## src/rtl/byte_ptr_unit.sv

```systemverilog
module byte_ptr_unit #(
  parameter int WORD_W = 36,
  parameter int ADDR_W = 18,
  localparam int POS_W = $clog2(WORD_W + 1)
) (
  input  logic              clk,
  input  logic              rst_n,
  input  logic              in_valid,
  input  logic [1:0]        in_op,
  input  logic [ADDR_W-1:0] in_addr,
  input  logic [POS_W-1:0]  in_pos,
  input  logic [POS_W-1:0]  in_size,
  input  logic [WORD_W-1:0] in_word,
  input  logic [WORD_W-1:0] st_data,
  output logic              out_valid,
  output logic [ADDR_W-1:0] out_addr,
  output logic [POS_W-1:0]  out_pos,
  output logic [POS_W-1:0]  out_size,
  output logic [WORD_W-1:0] out_byte,
  output logic [WORD_W-1:0] out_word,
  output logic [ADDR_W-1:0] acc_addr
);
  localparam logic [1:0] OP_INC = 2'b01;
  localparam logic [1:0] OP_LD  = 2'b10;
  localparam logic [1:0] OP_ST  = 2'b11;
  localparam logic [POS_W-1:0] TOP = POS_W'(WORD_W);

  logic              size_ok, fits;
  logic [WORD_W-1:0] bmask, fmask, ext, merged;
  logic [POS_W-1:0]  nxt_pos;
  logic [ADDR_W-1:0] nxt_addr;

  assign size_ok  = (in_size != '0) && (in_size <= TOP);
  assign bmask    = size_ok ? ({WORD_W{1'b1}} >> (TOP - in_size)) : '0;
  assign fmask    = bmask << in_pos;
  assign ext      = (in_word >> in_pos) & bmask;
  assign merged   = (in_word & ~fmask) | ((st_data << in_pos) & fmask);
  assign fits     = in_pos >= in_size;
  assign nxt_pos  = fits ? in_pos - in_size : TOP - in_size;
  assign nxt_addr = fits ? in_addr : in_addr + ADDR_W'(1);

  always_ff @(posedge clk) begin
    if (!rst_n) begin
      out_valid <= 1'b0;
      out_addr  <= '0;
      out_pos   <= '0;
      out_size  <= '0;
      out_byte  <= '0;
      out_word  <= '0;
      acc_addr  <= '0;
    end else begin
      out_valid <= in_valid;
      if (in_valid) begin
        out_size <= in_size;
        acc_addr <= in_addr;
        out_addr <= in_addr;
        out_pos  <= in_pos;
        out_byte <= '0;
        out_word <= in_word;
        case (in_op)
          OP_INC: if (size_ok) begin
            out_addr <= nxt_addr;
            out_pos  <= nxt_pos;
          end
          OP_LD:   out_byte <= ext;
          OP_ST:   out_word <= merged;
          default: ;
        endcase
      end
    end
  end
endmodule

```

## config.mk

```make
export PLATFORM = sky130hd
export DESIGN_NAME = byte_ptr_unit
export DESIGN_NICKNAME = d
export VERILOG_FILES = /design/src/rtl/byte_ptr_unit.sv
export SDC_FILE = /design/constraint.sdc
export NUM_CORES = 1
export LEC_CHECK = 0
export ABC_AREA = 1
export ABC_CLOCK_PERIOD_IN_PS = 8800
export BUFFER_PORTS_ARGS = -buffer_cell sky130_fd_sc_hd__buf_4
export CAP_MARGIN = 30
export CORE_MARGIN = 2
export CORE_UTILIZATION = 30
export CTS_BUF_LIST = sky130_fd_sc_hd__clkbuf_4 sky130_fd_sc_hd__clkbuf_8
export DETAILED_ROUTE_END_ITERATION = 10
export GPL_TIMING_DRIVEN = 0
export PLACE_DENSITY = 0.51
export SYNTH_ARGS = -nofsm -noshare
export SYNTH_HDL_FRONTEND = slang
export SYNTH_SLANG_ARGS = --single-unit
```

## constraint.sdc

```tcl
create_clock -name clk -period 8.8 [get_ports clk]
set_input_delay 2.64 -clock clk [delete_from_list [all_inputs] [get_ports clk]]
set_output_delay 2.64 -clock clk [all_outputs]
set_load 0.1 [all_outputs]
```

# Word-level counts from Yosys, hierarchy flattened
# Index checks and enable logic that the tools add are counted.
[word_totals]
regBits = 121
word_cells = 35
n_memories = 0
mem_bits_ro = 0
ram_bits = 0
out_inout_bits = 121
inputBits = 107
latch_bits = 0
[op_classes]
order_cmp = 2
multipliers = 0
shifts = 4
mux = 9
bitwise_logic = 5
n_div = 0
reduce_logical = 2
n_eq_ne = 3
addsub = 3
[ops]
columns = ["op", "n"]
rows = [
  ["36-bit AND", 3],
  ["36-bit 2-to-1 mux", 3],
  ["36-bit by 6-bit << shifter with 36-bit output", 2],
  ["18-bit 2-to-1 mux", 3],
  ["36-bit inverter", 1],
  ["36-bit bitwise OR", 1],
  ["36-bit by 6-bit >> shifter with 36-bit output", 1],
  ["36-bit by 6-bit >> shifter with 36-bit output, first input constant", 1],
  ["18-bit by 1-bit adder with 18-bit output, second input constant", 1],
  ["6-bit 2-to-1 mux", 3],
  ["6-bit >= comparator", 1],
  ["6-bit <= comparator, second input constant", 1],
  ["6-bit nonzero test", 1],
  ["6-bit subtractor", 1],
  ["6-bit subtractor, first input constant", 1],
  ["2-bit == test, second input constant", 2],
  ["2-bit by 1-bit == test with 1-bit output, second input constant", 1],
  ["1-bit logical AND", 1],
]

# Logic depth before layout (Yosys ltp)
[depth]
ltp_word = 8
depth_mapped = 22
depth_no_buf = 21

# Least setup slack after synthesis
# Ideal clock, no wire load.
[synth_path]
path_type = "input to register"
startpoint = "input port in_pos[1]"
endpoint = "register out_addr[17]"
setup_time_ns = 0.132
n_path_buf = 5
cell_stages = 16
t_required_ns = 8.668
setup_slack_ns = 3.770
arrival_ns = 4.898
path_cell_list = "clkbuf_1 > inv_1 > buf_4 > buf_4 > clkbuf_1 > fa_1 > inv_1 > nand3_1 > nand3_1 > clkbuf_1 > mux2i_1 > o21ai_0 > nand2_1 > nand2_1 > nand2_1 > a21oi_1"
[synth_via]
elab_chain_len = 4
[synth_lines]
columns = ["element", "line", "rtl"]
rows = [
  ["start, declared", "11", "input logic [POS_W-1:0] in_pos,"],
  ["6-bit >= comparator", "38", "assign fits = in_pos >= in_size;"],
  ["18-bit 2-to-1 mux", "40", "assign nxt_addr = fits ? in_addr : in_addr + ADDR_W'(1);"],
  ["18-bit 2-to-1 mux", "61", "OP_INC: if (size_ok) begin"],
  ["18-bit 2-to-1 mux", "60", "case (in_op)"],
  ["end signal, assigned", "56", "out_addr <= in_addr;"],
  ["end signal, assigned", "62", "out_addr <= nxt_addr;"],
  ["end, declared", "16", "output logic [ADDR_W-1:0] out_addr,"],
]
# Every way passes these cells.
# A chain may end at the register's enable or synchronous reset.

# Final worst setup path
# Ends and elaborated chain as after synthesis.

==> flow_summary.toml <==
[clock_tree]
cts_buffers = 17
holdBufCountCts = 0
cts_resized = 0
cts_max_level = 4
root_buffer = "clkbuf_8"
cts_tree = "built"
cts_buffer_depth = 2
cts_setup_buffers = 0
clkLatencyLatePin_ns = 0.49
cts_num_sinks = 121
cts.clk_slew.worst_paths_ns = 0.09

[synth]
synth_edf_count = 0
synth_seq_area_share_pct = 21.11
syn_area_per_cell_um2 = 5.658
syn-cell-area_um2 = 11470
synth_top_area_share_pct = 21.11
synth_cell_type_count = 43
yosysMostFrequentCell = "nand2_1"
synthTopCellsByCount = "624 x nand2_1, 309 x nand3_1, 215 x o21ai_0"
synth_seq_cells = 121
yosysWarnings = 0
netlist_instances = 2028
ys.flop_type = "dfxtp_1"
synth_area_leader_cell = "dfxtp_1"
synth-async-reset-ratio_pct = 0
postSynthNetCount = 2147
synth_area_leaders = "dfxtp_1 21%, nand2_1 20%, nand3_1 13%, o21ai_0 9.4%, a21oi_1 6.5%"

[worst_setup_path]
critPathLaunchType = "input port"
critical_path_arrival_ns = 6.39
critPathKind = "input port to flop"
rr_worst_depth = 2
cp-end-kind = "flop"
required_ns = 9.22
cp_max_fo = 10

[route]
post-route-drc-count = 0
dr.pass1.iters = 5
wl_per_cell_um = 28.24
drt_iter0_drc = 2134
via_per_inst = 5.836
ant_nets = 0
wirelength_um = 79070
vias = 16341

[place]
place.gp.congestion = 1.070
portBuffers = 226
dp_hpwl_um = 65470

[cells_and_area]
area_growth_pct = 23.72
drive_gt1_share_pct = 14.99
fin_util_pct = 37.69
nets = 2394

[power_and_ir_drop]
p_int_uw = 998.5
seq_power_share_pct = 28.7
p_sw_mw = 1.051
p_clk_share_pct = 25.0
p_per_area_nw_per_um2 = 144.4
leakage_nw = 6.482
combPwrFrac_pct = 46.4
finalPower_mw = 2.050
switching_share_pct = 51.28
peakVddDrop_uv = 91.31

[die]
core_area_um2 = 37670
die_area_um2 = 39830
start_util_pct = 30.46
ios = 228
die_y_um = 199.6
fp.dieW_um = 199.6
placementRows = 71

[outcome]
outcome = "complete, no violations"

[timing]
finClkSkew_ns = 0
max_freq_mhz = 167.6
timing.hold.ws_ns = 0.4691
grt_setup_unrepaired = "no"
setup_violations = 0
tightest_slew_ns = 1.084
min_period_over_period_pct = 67.80
finalHoldViolations = 0
setup_tns_ns = 0
slew_violations = 0
relSlewSlack_pct = 27.73
finalCriticalPeriod_ns = 5.966

[global_route]
grtUsageTotal_pct = 39.65
antenna_found_initial = 1
grt_overflow = 0
grt_pass1_wl_um = 110800
grt_max_degree = 17
grt_pass1_vias = 15268

[flow_run]
cap_violations = 0

[worst_hold_path]
hold_class = "flop to flop"
hold_depth = 2
-- cell type report --
class                           count  area, µm²
Buffer                            151      681.9
Antenna cell                        1      2.502
Fill cell                        4426      23470
Tap cell                          511      639.4
Clock buffer                       18      241.5
Inverter                          125      469.2
Multi-Input combinational cell   1631       7900
Sequential cell                   121       2422
Clock inverter                     14      115.1
Timing Repair Buffer              228       1723
-- cells by family after synthesis --
family | after synthesis | synth area share (%)
XOR/XNOR | 21 | 1.603
AO/OA/AOI/OAI | 446 | 21.04
multiplexers | 30 | 2.617
flip-flops | 121 | 21.11
adder cells (fa/ha/maj) | 12 | 1.374
AND/OR/NAND/NOR | 1122 | 42.22
buffers and inverters | 276 | 10.03
-- final timing paths --
check | endpoint | from | slack [ns]
setup / recovery | out_addr[17] | in_pos[1] | 2.83
hold / removal | out_word[20] | out_word[20] | 0.47
setup reg to reg | out_byte[30] | out_byte[30] | 8.06
hold reg to reg | out_word[20] | out_word[20] | 0.47
-- power groups by stage --
stage          Clock [mW]  Combinational [mW]  Sequential [mW]
5_1_grt             0.542               0.991            0.591
2_1_floorplan           0               0.381            0.786
3_5_place_dp            0               0.916            0.600
3_3_place_gp            0               0.921            0.601
4_1_cts             0.519               0.918            0.588
6_report            0.511               0.950            0.588
-- stage by stage --
step / setup slack, ns / cells / area, µm²
3_3_place_gp: 2.406 / 2765 / 13810
3_5_place_dp: 2.395 / 2767 / 13840
2_1_floorplan: 3.770 / 2028 / 11470
6_report: 2.834 / 2800 / 14190
4_1_cts: 2.918 / 2799 / 14190
5_1_grt: 2.717 / 2799 / 14190
-- per-layer routing --
metal	wire (µm)	part of all wire (%)	vias up	GRT usage (%)
li1	-	-	7350	-
met1	32580	41	7773	52.27
met2	33520	42	1019	60.03
met3	8817	11	197	10.55
met4	4139	5.2	2	18.38
met5	13	0.016	-	0
-- critical path: stages --
cell      delay, ns
buf_4          0.09
clkbuf_1       0.49
inv_1          0.12
buf_4          0.20
buf_4          0.22
clkbuf_1       0.43
fa_1           0.59
inv_1          0.10
nand3_1        0.09
nand3_1        0.26
clkbuf_1       0.41
mux2i_1        0.13
o21ai_0        0.18
nand2_1        0.07
nand2_1        0.09
nand2_1        0.10
a21oi_1        0.16
-- cells in the final DEF, fill, tap and decap left out, drive strengths merged, types with 6 or more instances in the layout --
| cell type | netlist | routed |
|---|---|---|
| nand2 | 633 | 633 |
| nand3 | 311 | 311 |
| buf | 77 | 305 |
| o21ai | 226 | 226 |
| a21oi | 149 | 149 |
| inv | 122 | 128 |
| dfxtp | 121 | 121 |
| nor2 | 109 | 109 |
| clkbuf | 74 | 92 |
| nand4 | 41 | 41 |
| o211ai | 36 | 36 |
| mux2i | 30 | 30 |
| xor2 | 17 | 17 |
| nor3 | 11 | 11 |
| ha | 11 | 11 |
| clkinv | 3 | 9 |
| a31oi | 8 | 8 |
| o21a | 6 | 6 |
| o2111ai | 6 | 6 |
-- state kept, by name, indices dropped and copies added, names as in the netlist --
signal and count:
out_addr 18, out_byte 36, out_size 6, acc_addr 18, out_pos 6, out_valid 1, out_word 36
Power figures use the tool's default switching activity.
